$ cat config.mk
export PLATFORM = sky130hd
export DESIGN_NAME = inbound_window_decoder
export DESIGN_NICKNAME = d
export VERILOG_FILES = /design/src/rtl/win_dec_pkg.sv /design/src/rtl/win_dec_reg.sv /design/src/rtl/win_dec_match.sv /design/src/rtl/win_dec_select.sv /design/src/rtl/inbound_window_decoder.sv
export SDC_FILE = /design/constraint.sdc
export NUM_CORES = 1
export LEC_CHECK = 0
export BUFFER_PORTS_ARGS = -buffer_cell sky130_fd_sc_hd__buf_4
export CORE_MARGIN = 5
export CORE_UTILIZATION = 50
export CTS_CLUSTER_SIZE = 30
export DETAILED_ROUTE_END_ITERATION = 7
export GPL_TIMING_DRIVEN = 0
export PLACE_DENSITY = 0.79
export SKIP_LAST_GASP = 1
export SLEW_MARGIN = 40
export SYNTH_ARGS = -nofsm -noshare
export SYNTH_HDL_FRONTEND = slang
export SYNTH_HIERARCHICAL = 1
export SYNTH_SLANG_ARGS = --single-unit
$ cat constraint.sdc
create_clock -name clk -period 4.57 [get_ports clk]
set_input_delay 0.2285 -clock clk [delete_from_list [all_inputs] [get_ports clk]]
set_output_delay 0.2285 -clock clk [all_outputs]
set_load 0.005 [all_outputs]
$ cat src/rtl/win_dec_pkg.sv
`timescale 1ns/1ps
package win_dec_pkg;
  localparam int ADDR_W   = 32;
  localparam int BASE_LSB = 20;
  localparam int BASE_W   = ADDR_W - BASE_LSB;
  localparam int CODE_LSB = 16;
  localparam int CODE_W   = 4;
  localparam int MAX_CODE = 11;
  localparam int RSV_W    = CODE_LSB - 1;

  typedef struct packed {
    logic [BASE_W-1:0] base;
    logic [CODE_W-1:0] code;
    logic              en;
  } win_cfg_t;

  function automatic logic [ADDR_W-1:0] cfg_to_word(input win_cfg_t c);
    return {c.base, c.code, {RSV_W{1'b0}}, c.en};
  endfunction
endpackage

$ cat src/rtl/win_dec_reg.sv
`timescale 1ns/1ps
module win_dec_reg
  import win_dec_pkg::*;
(
  input  logic              clk,
  input  logic              rst_n,
  input  logic              wr_en,
  input  logic [BASE_W-1:0] base_in,
  input  logic [CODE_W-1:0] code_in,
  input  logic              en_in,
  output win_cfg_t          cfg_q
);
  win_cfg_t cfg_d;

  always_comb begin
    cfg_d = cfg_q;
    if (wr_en) begin
      cfg_d.base = base_in;
      cfg_d.code = code_in;
      cfg_d.en   = en_in;
    end
  end

  always_ff @(posedge clk or negedge rst_n) begin
    if (!rst_n) cfg_q <= '0;
    else        cfg_q <= cfg_d;
  end
endmodule

$ cat src/rtl/win_dec_match.sv
`timescale 1ns/1ps
module win_dec_match
  import win_dec_pkg::*;
(
  input  win_cfg_t          cfg,
  input  logic [ADDR_W-1:0] addr,
  output logic              hit,
  output logic [ADDR_W-1:0] local_addr
);
  logic [5:0]        span;
  logic [ADDR_W-1:0] lo_mask;
  logic [ADDR_W-1:0] base_full;
  logic              legal;

  always_comb begin
    span      = 6'(BASE_LSB) + {2'b00, cfg.code};
    lo_mask   = (ADDR_W'(1) << span) - ADDR_W'(1);
    base_full = {cfg.base, {BASE_LSB{1'b0}}};
    legal     = ({2'b00, cfg.code} <= 6'(MAX_CODE));
    hit       = cfg.en && legal && ((addr & ~lo_mask) == (base_full & ~lo_mask));
    local_addr = addr & lo_mask;
  end
endmodule

$ cat src/rtl/win_dec_select.sv
`timescale 1ns/1ps
module win_dec_select
  import win_dec_pkg::*;
#(
  parameter int NUM_WIN = 3,
  localparam int IDX_W = (NUM_WIN > 1) ? $clog2(NUM_WIN) : 1
) (
  input  logic [NUM_WIN-1:0]             hit_vec,
  input  logic [NUM_WIN-1:0][ADDR_W-1:0] loc_vec,
  output logic                           any_hit,
  output logic [IDX_W-1:0]               sel_idx,
  output logic [ADDR_W-1:0]              sel_loc
);
  always_comb begin
    any_hit = |hit_vec;
    sel_idx = '0;
    sel_loc = '0;
    for (int i = NUM_WIN - 1; i >= 0; i--) begin
      if (hit_vec[i]) begin
        sel_idx = IDX_W'(i);
        sel_loc = loc_vec[i];
      end
    end
  end
endmodule

$ cat src/rtl/inbound_window_decoder.sv
`timescale 1ns/1ps
module inbound_window_decoder
  import win_dec_pkg::*;
#(
  parameter int NUM_WIN = 3,
  localparam int IDX_W = (NUM_WIN > 1) ? $clog2(NUM_WIN) : 1
) (
  input  logic              clk,
  input  logic              rst_n,
  input  logic              cfg_we,
  input  logic [IDX_W-1:0]  cfg_addr,
  input  logic [ADDR_W-1:0] cfg_wdata,
  output logic [ADDR_W-1:0] cfg_rdata,
  input  logic              req_valid,
  input  logic [ADDR_W-1:0] req_addr,
  output logic              rsp_valid,
  output logic              rsp_hit,
  output logic [IDX_W-1:0]  rsp_win,
  output logic [ADDR_W-1:0] rsp_local_addr
);
  // reset: asserted asynchronously, released on a clock edge
  logic [1:0] rst_sync_q;
  logic       rst_int_n;

  always_ff @(posedge clk or negedge rst_n) begin
    if (!rst_n) rst_sync_q <= 2'b00;
    else        rst_sync_q <= {rst_sync_q[0], 1'b1};
  end
  assign rst_int_n = rst_sync_q[1];

  logic unused_wbits;
  assign unused_wbits = ^cfg_wdata[RSV_W:1];

  win_cfg_t [NUM_WIN-1:0]             cfg_q;
  logic     [NUM_WIN-1:0]             hit_vec;
  logic     [NUM_WIN-1:0][ADDR_W-1:0] loc_vec;

  for (genvar w = 0; w < NUM_WIN; w++) begin : g_win
    logic wr_sel;
    assign wr_sel = cfg_we && (cfg_addr == IDX_W'(w));

    win_dec_reg u_reg (
      .clk     (clk),
      .rst_n   (rst_int_n),
      .wr_en   (wr_sel),
      .base_in (cfg_wdata[ADDR_W-1:BASE_LSB]),
      .code_in (cfg_wdata[CODE_LSB+CODE_W-1:CODE_LSB]),
      .en_in   (cfg_wdata[0]),
      .cfg_q   (cfg_q[w])
    );

    win_dec_match u_match (
      .cfg        (cfg_q[w]),
      .addr       (req_addr),
      .hit        (hit_vec[w]),
      .local_addr (loc_vec[w])
    );
  end

  always_comb begin
    cfg_rdata = '0;
    for (int i = 0; i < NUM_WIN; i++) begin
      if (cfg_addr == IDX_W'(i)) cfg_rdata = cfg_to_word(cfg_q[i]);
    end
  end

  logic              any_hit;
  logic [IDX_W-1:0]  sel_idx;
  logic [ADDR_W-1:0] sel_loc;

  win_dec_select #(.NUM_WIN(NUM_WIN)) u_sel (
    .hit_vec (hit_vec),
    .loc_vec (loc_vec),
    .any_hit (any_hit),
    .sel_idx (sel_idx),
    .sel_loc (sel_loc)
  );

  // response stage: next-state
  logic              valid_d, hit_d, load_en;
  logic [IDX_W-1:0]  win_d;
  logic [ADDR_W-1:0] loc_d;

  always_comb begin
    load_en = req_valid;
    valid_d = req_valid;
    hit_d   = req_valid && any_hit;
    win_d   = any_hit ? sel_idx : '0;
    loc_d   = any_hit ? sel_loc : '0;
  end

  always_ff @(posedge clk or negedge rst_int_n) begin
    if (!rst_int_n) begin
      rsp_valid      <= 1'b0;
      rsp_hit        <= 1'b0;
      rsp_win        <= '0;
      rsp_local_addr <= '0;
    end else begin
      rsp_valid <= valid_d;
      rsp_hit   <= hit_d;
      if (load_en) begin
        rsp_win        <= win_d;
        rsp_local_addr <= loc_d;
      end
    end
  end
endmodule

* After elaboration in Yosys (flattened, before gate mapping) *
Cells that the tools add are included.
Widths: inputs -> output; s select.

cells by class
  reductions and logical operators = 12
  equality and inequality tests = 5
  bitwise gates (word level) = 12
  muxes and demuxes = 11
  shift operators = 3
  multiply operators = 0
  div/mod/pow operators = 0
  add/sub/neg operators = 6
  order comparisons = 3

operators by type and width
  kind                   number
  $and 32x32->32         9
  $mux 32                7
  $eq 32x32->1           3
  $not 32->32            3
  $shl 1x6->32 const A   3
  $sub 32x2->32 const B  3
  $add 5x4->6 const A    3
  $le 4x4->1 const B     3
  $logic_and 1x1->1      10
  $mux 2                 4
  $reduce_or 3->1        1
  $eq 2x1->1 const B     1
  $eq 2x2->1 const B     1
  $logic_not 2->1        1

word-level totals
  bits in writable memories = 0
  memories kept = 0
  latch bits = 0
  input port bits = 70
  register bits = 89
  ROM bits = 0
  output and inout port bits = 68
  logic and storage cells = 66

* Longest topological paths before layout *
  word-level depth = 11
  gate-level depth with buffers = 16
  mapped depth without buffers = 12

* By module *
The synthesis kept the hierarchy.

by module, submodules not included
  module                                 area an instance (um^2)  cells an instance  instances  seq. area each (um^2)
  win_dec_reg                            685.7                    36                 3          425.4
  inbound_window_decoder                 1990.7                   210                1          950.9
  win_dec_match at g_win[1].u_match ...  857.1                    120                2          0.0
  win_dec_select                         1221.2                   149                1          0.0
  win_dec_match at g_win[0].u_match      825.8                    123                1          0.0

* Worst setup path before layout *
OpenSTA, ideal clock, no wires.

  kind = register to register
  from = register, netlist name g_win[0].u_reg/cfg_q[3]
  to = register rsp_win[1]
  setup slack = 1555 ps
  data required time = 4449 ps
  arrival = 2894 ps
  buffers on the path = 3
  clock period less this slack = 3015 ps
  stages on the path, launching flop included = 15
  library setup time = 121 ps
  cell sequence = dfrtp_1 > buf_4 > inv_1 > ha_1 > or2_2 > o32a_1 > o211ai_1 > a31oi_1 > o2111ai_1 > nor4_2 > buf_6 > or3_1 > clkbuf_1 > and2_1 > a22o_1

between the ends
  longest elaborated chain between the ends = 9
  elaborated cells between the ends (all ways) = 13
  those cells by class = 2 x add/sub; 1 x order compare; 1 x eq/ne; 1 x shift; 2 x mux; 3 x bitwise; 3 x reduce/logical

ends and longest elaborated chain
  what                  line                           text
  $add 5x4->6           win_dec_match.sv:16            span = 6'(BASE_LSB) + {2'b00, cfg.code};
  $shl 1x6->32          win_dec_match.sv:17            lo_mask = (ADDR_W'(1) << span) - ADDR_W'(1);
  $sub 32x2->32         win_dec_match.sv:17
  $not 32->32           win_dec_match.sv:20            hit = cfg.en && legal && ((addr & ~lo_mask) == (base_full & ~lo_mask));
  $and 32x32->32        win_dec_match.sv:20
  $eq 32x32->1          win_dec_match.sv:20
  $logic_and 1x1->1 *   win_dec_match.sv:20
  via hit_vec[0]        inbound_window_decoder.sv:35   logic [NUM_WIN-1:0] hit_vec;
  $reduce_or 3->1 *     win_dec_select.sv:15           any_hit = |hit_vec;
  via any_hit           inbound_window_decoder.sv:67   logic any_hit;
  $mux 2 *              inbound_window_decoder.sv:88   win_d = any_hit ? sel_idx : '0;
  to (signal assigned)  inbound_window_decoder.sv:102  rsp_win <= win_d;
  to (decl)             inbound_window_decoder.sv:18   output logic [IDX_W-1:0] rsp_win,

The timed path passes the listed nets; every way through them passes the cells marked *.
A chain may end at the register's enable or synchronous reset.

* Worst setup path after layout *
  from = register, netlist name g_win[0].u_reg/cfg_q[3]
  to = register rsp_local_addr[0]

between the ends
  longest elaborated chain between the ends = 9
  elaborated cells between the ends (all ways) = 14
  those cells by class = 2 x add/sub; 1 x order compare; 1 x eq/ne; 1 x shift; 2 x mux; 4 x bitwise; 3 x reduce/logical

ends and longest elaborated chain
  what                  line                           text
  $add 5x4->6           win_dec_match.sv:16
  $shl 1x6->32          win_dec_match.sv:17
  $sub 32x2->32         win_dec_match.sv:17
  $not 32->32           win_dec_match.sv:20
  $and 32x32->32        win_dec_match.sv:20
  $eq 32x32->1          win_dec_match.sv:20
  $logic_and 1x1->1 *   win_dec_match.sv:20
  via hit_vec[0]        inbound_window_decoder.sv:35
  $reduce_or 3->1 *     win_dec_select.sv:15
  via any_hit           inbound_window_decoder.sv:67
  $mux 32 *             inbound_window_decoder.sv:89   loc_d = any_hit ? sel_loc : '0;
  to (signal assigned)  inbound_window_decoder.sv:103  rsp_local_addr <= loc_d;
  to (decl)             inbound_window_decoder.sv:19   output logic [ADDR_W-1:0] rsp_local_addr

Marked as above.

==> results.py <==
metrics = {
    "routing": {
        "ant_nets": 0,
        "aggregate_routed_wire_length_um": 22600,
        "post_drt_via_cell_ratio": 5.47,
        "drcViolationCount": 0,
        "wl_per_cell_um": 19.1,
        "drt-pass1-iter-count": 5,
        "vias": 6467,
        "detail_route.iter0.violations": 356,
    },
    "clocking": {
        "cts_sinks": 89,
        "root_buffer": "sky130_fd_sc_hd__clkbuf_16",
        "tritoncts_clock_tree": "yes",
        "post_cts_resized": 0,
        "post-cts-setup-buffers": 0,
        "ctsLongestPathBuffers": 2,
        "cts.clk_slew.worst_paths_ns": 0.07,
        "clkLatencyLatePin_ns": 0.36,
        "htree_num_levels": 3,
        "cts_buffer_count": 9,
    },
    "min_path": {
        "holdCritStartpoint": "req_valid",
        "hold_path_class": "in2reg",
        "worst_hold_path.endpoint": "rsp_valid",
        "worst_hold_path.num_cells": 1,
    },
    "power_and_ir_drop": {
        "p_sw_share_pct": 36.7,
        "p_per_area_mw_per_mm2": 295,
        "comb_power_share_pct": 37.6,
        "netSwitchingPower_uw": 1000,
        "share_seq_of_total_power_pct": 36.3,
        "internal_power_uw": 1730,
        "p_leak_uw": 0.00401,
        "vdd_ir_drop_max_mv": 0.207,
        "pwr-share-clk_pct": 26.2,
    },
    "floorplanning": {
        "die-area_mm2": 0.0182,
        "initial_core_util_pct": 51.2,
        "fp.dieW_um": 135,
        "core.rowCount": 45,
        "die_boundary_height_um": 135,
        "core_area_mm2": 0.0153,
        "pin_count": 138,
    },
    "yosys": {
        "ys.warnings.count": 6,
        "post_synth_inst_count": 830,
        "synth-compound-area-share_pct": 18.9,
        "synth-seq-area-share_pct": 28.5,
        "synth_xor_area_share_pct": 4.71,
        "synth.lib_cells_used.distinct": 74,
        "synth_mux_area_share_pct": 11.4,
        "synthArstFlopShare_pct": 100,
        "synth_top_family_by_area": "simple AND/OR/NAND/NOR gates",
        "netlist_area_mm2": 0.00781,
        "synth-simple-area-share_pct": 21.4,
        "synthFlopType": "sky130_fd_sc_hd__dfrtp_1",
        "yosys.area_share.adder_pct": 2.88,
        "synth-seq-cells": 89,
        "synth-edff-count": 0,
        "syn_avg_cell_area_um2": 9.41,
    },
    "critical_path": {
        "reg2reg_depth": 15,
        "timing.rr.start": "g_win[0].u_reg/cfg_q[3]",
        "regToRegSetupSlack_ns": 0.38,
        "end_kind": "register",
        "cpPeakStageDelay_ns": 0.62,
        "critPathBufInv": 6,
        "cp_num_cells": 15,
        "critical_path.reg2reg.endpoint": "rsp_local_addr[0]",
        "worst_path_max_delay_cell": "sky130_fd_sc_hd__nor4_2",
        "critical_path.cell_chain": "buf_4, inv_1, ha_1, buf_2, nand3_1, mux2_2, o21ai_0, nor2_1, nor4_2, buf_6, or3_1, clkbuf_1, buf_2, nand3_1, o21ai_0",
        "worstSetupPathType": "reg2reg",
        "cp_data_required_time_ns": 4.84,
        "kind_of_launch_point_of_the_worst_setup_path": "register",
        "arrival_ns": 4.45,
        "cpLargestDelayFamily": "buffers and inverters",
        "critPathMaxFanout": 10,
    },
    "grt": {
        "grt_util_all_layers_pct": 25.0,
        "globalRoute.totalOverflow": 0,
        "grt_start_max_net_pins": 43,
        "grt_pass1_vias": 6442,
        "initial_antenna_violation_count": 0,
        "grt_first_pass_wirelength_um": 35700,
    },
    "place": {
        "place_ws_ns": 0.528,
        "globalplace.congestion": 1.01,
        "io_buffers": 99,
        "hpwlAfterDp_um": 18000,
    },
    "layout": {
        "antenna_cells": 0,
        "area.sequential_mm2": 0.00223,
        "drive_gt1_share_pct": 33.3,
        "finish.net_count": 1054,
        "multi_input_gate_area_mm2": 0.00473,
        "final.fill_count": 1355,
        "area_growth_syn_to_layout_pct": 18.3,
    },
    "sta": {
        "max_clock_freq_ghz": 0.239,
        "grt_setup_unrepaired": "no",
        "setup_viol": 0,
        "setup_tns_ns": 0,
        "slew-limit-headroom_pct": 59.1,
        "timing.final.ws_setup_ns": 0.383,
        "timing_worst_slew_pin_value_ns": 0.609,
        "worst_clock_skew_ns": 0.00954,
        "fin_crit_ns": 4.19,
        "finalHoldViolCount": 0,
        "finalCritPeriodShare_pct": 91.6,
        "drv_slew": 0,
    },
    "flow_run": {
        "maxCapViolCount": 0,
    },
    "outcome": {
        "status": "completed",
    },
}
## metrics by stage
stage	hold slack [ns]	cell area (um2)	util, %	total power, uW	std cells
floorplan	-0.0671	7900	-	1680	853
global placement	0.0113	8900	58.3	1990	1163
detailed placement	0.0124	8950	58.6	2000	1165
CTS	0.00433	9240	60.5	2720	1182
global route	0.0134	9240	60.5	2870	1182
finish	0.00738	9240	60.5	2730	1182
## per-layer routing
layer,up-vias,routed length [um],global-route usage [%]
met5,-,0,0
met4,0,699,9.01
met3,42,1370,4.62
met2,240,10500,40.6
met1,3081,10000,33.4
li1,3104,-,-
## synth_stat cells, types with 4 or more instances
| library cell | n | area share (%) |
|---|---|---|
| sky130_fd_sc_hd__dfrtp_1 | 89 | 29 |
| sky130_fd_sc_hd__a21oi_2 | 58 | 6.5 |
| sky130_fd_sc_hd__o21ai_0 | 47 | 3.0 |
| sky130_fd_sc_hd__inv_1 | 44 | 2.1 |
| sky130_fd_sc_hd__and2_1 | 36 | 2.9 |
| sky130_fd_sc_hd__nand3_1 | 36 | 2.3 |
| sky130_fd_sc_hd__nand3b_1 | 34 | 3.3 |
| sky130_fd_sc_hd__nor2b_1 | 33 | 2.6 |
| sky130_fd_sc_hd__clkbuf_1 | 32 | 1.5 |
| sky130_fd_sc_hd__mux2_4 | 30 | 5.8 |
| sky130_fd_sc_hd__nand2_1 | 25 | 1.2 |
| sky130_fd_sc_hd__buf_4 | 24 | 2.3 |
| sky130_fd_sc_hd__mux2_2 | 22 | 3.2 |
| sky130_fd_sc_hd__xnor2_1 | 22 | 2.5 |
| sky130_fd_sc_hd__and2b_1 | 20 | 1.9 |
| sky130_fd_sc_hd__xor2_1 | 20 | 2.2 |
| sky130_fd_sc_hd__mux2i_1 | 19 | 2.4 |
| sky130_fd_sc_hd__ha_1 | 18 | 2.9 |
| sky130_fd_sc_hd__o2bb2ai_1 | 17 | 1.9 |
| sky130_fd_sc_hd__buf_2 | 15 | 0.96 |
| sky130_fd_sc_hd__a21oi_1 | 13 | 0.83 |
| sky130_fd_sc_hd__buf_6 | 13 | 1.9 |
| sky130_fd_sc_hd__a21boi_0 | 11 | 1.1 |
| sky130_fd_sc_hd__nor3_1 | 11 | 0.70 |
| sky130_fd_sc_hd__nor2_1 | 10 | 0.48 |
| sky130_fd_sc_hd__nor4_1 | 8 | 0.64 |
| sky130_fd_sc_hd__buf_12 | 7 | 1.8 |
| sky130_fd_sc_hd__o31ai_1 | 7 | 0.67 |
| sky130_fd_sc_hd__a31oi_1 | 6 | 0.48 |
| sky130_fd_sc_hd__o21a_1 | 6 | 0.58 |
| sky130_fd_sc_hd__a21o_1 | 5 | 0.48 |
| sky130_fd_sc_hd__conb_1 | 5 | 0.24 |
| sky130_fd_sc_hd__nand2b_1 | 5 | 0.40 |
| sky130_fd_sc_hd__nand4_1 | 5 | 0.40 |
| sky130_fd_sc_hd__and2b_2 | 4 | 0.45 |
| sky130_fd_sc_hd__inv_2 | 4 | 0.19 |
| sky130_fd_sc_hd__nor3b_2 | 4 | 0.64 |
| sky130_fd_sc_hd__o22ai_1 | 4 | 0.32 |
## cell type report
| type | count | area share (%) |
|---|---|---|
| Timing Repair Buffer | 102 | 8.59 |
| Sequential cell | 89 | 24.2 |
| Inverter | 48 | 1.95 |
| Tap cell | 211 | 2.86 |
| Buffer | 100 | 8.15 |
| Multi-Input combinational cell | 616 | 51.3 |
| Clock buffer | 10 | 2.48 |
| Clock inverter | 6 | 0.555 |
## repair_timing
| action | CTS | global route |
|---|---|---|
| hold endpoints to repair | 2 | 0 |
| hold buffers | 1 | 0 |
| endpoints found under the setup margin | 0 | 0 |
## cells by family after synthesis
kind of cell               count (synthesis)
AOI/OAI and AO/OA                        200
DFF                                       89
other                                      5
adders and majority gates                 18
and+or+nand+nor                          257
buffers and inverters                    148
xor gates and xnor gates                  42
muxes                                     71
## cells in the final DEF, fill, tap and decap left out, types with 30 or more instances in the layout
| master | count |
|---|---|
| sky130_fd_sc_hd__mux2_4 | 30 |
| sky130_fd_sc_hd__dfrtp_1 | 88 |
| sky130_fd_sc_hd__buf_4 | 123 |
| sky130_fd_sc_hd__o21ai_0 | 47 |
| sky130_fd_sc_hd__nand3b_1 | 34 |
| sky130_fd_sc_hd__inv_1 | 44 |
| sky130_fd_sc_hd__nor2b_1 | 33 |
| sky130_fd_sc_hd__a21oi_2 | 58 |
| sky130_fd_sc_hd__and2_1 | 36 |
| sky130_fd_sc_hd__clkbuf_1 | 33 |
| sky130_fd_sc_hd__nand3_1 | 36 |
## registers in the layout (all words and copies together) (netlist names)
name,cells
rst_sync_q,2
g_win.u_reg/cfg_q,51
rsp_local_addr,32
rsp_hit,1
rsp_win,2
rsp_valid,1
## worst max-delay path by stage
stage | endpoint | from
after CTS | rsp_local_addr[0] | g_win[0].u_reg/cfg_q[3]
after floorplan | rsp_win[1] | g_win[0].u_reg/cfg_q[3]
final | rsp_local_addr[0] | g_win[0].u_reg/cfg_q[3]
after detailed placement | rsp_local_addr[12] | g_win[0].u_reg/cfg_q[3]
after global routing | rsp_local_addr[2] | g_win[0].u_reg/cfg_q[3]
after global placement | rsp_local_addr[0] | g_win[0].u_reg/cfg_q[3]
## power by group through the flow
stage               clock (uW)  sequential [uW]  combinational [uW]
global route               756             1000                1110
floorplan                    0              970                 706
CTS                        723              989                1000
detailed placement           0             1000                 999
finish                     714              989                1020
global placement             0             1010                 981
Note: power is estimated with default switching activity, not from simulation.
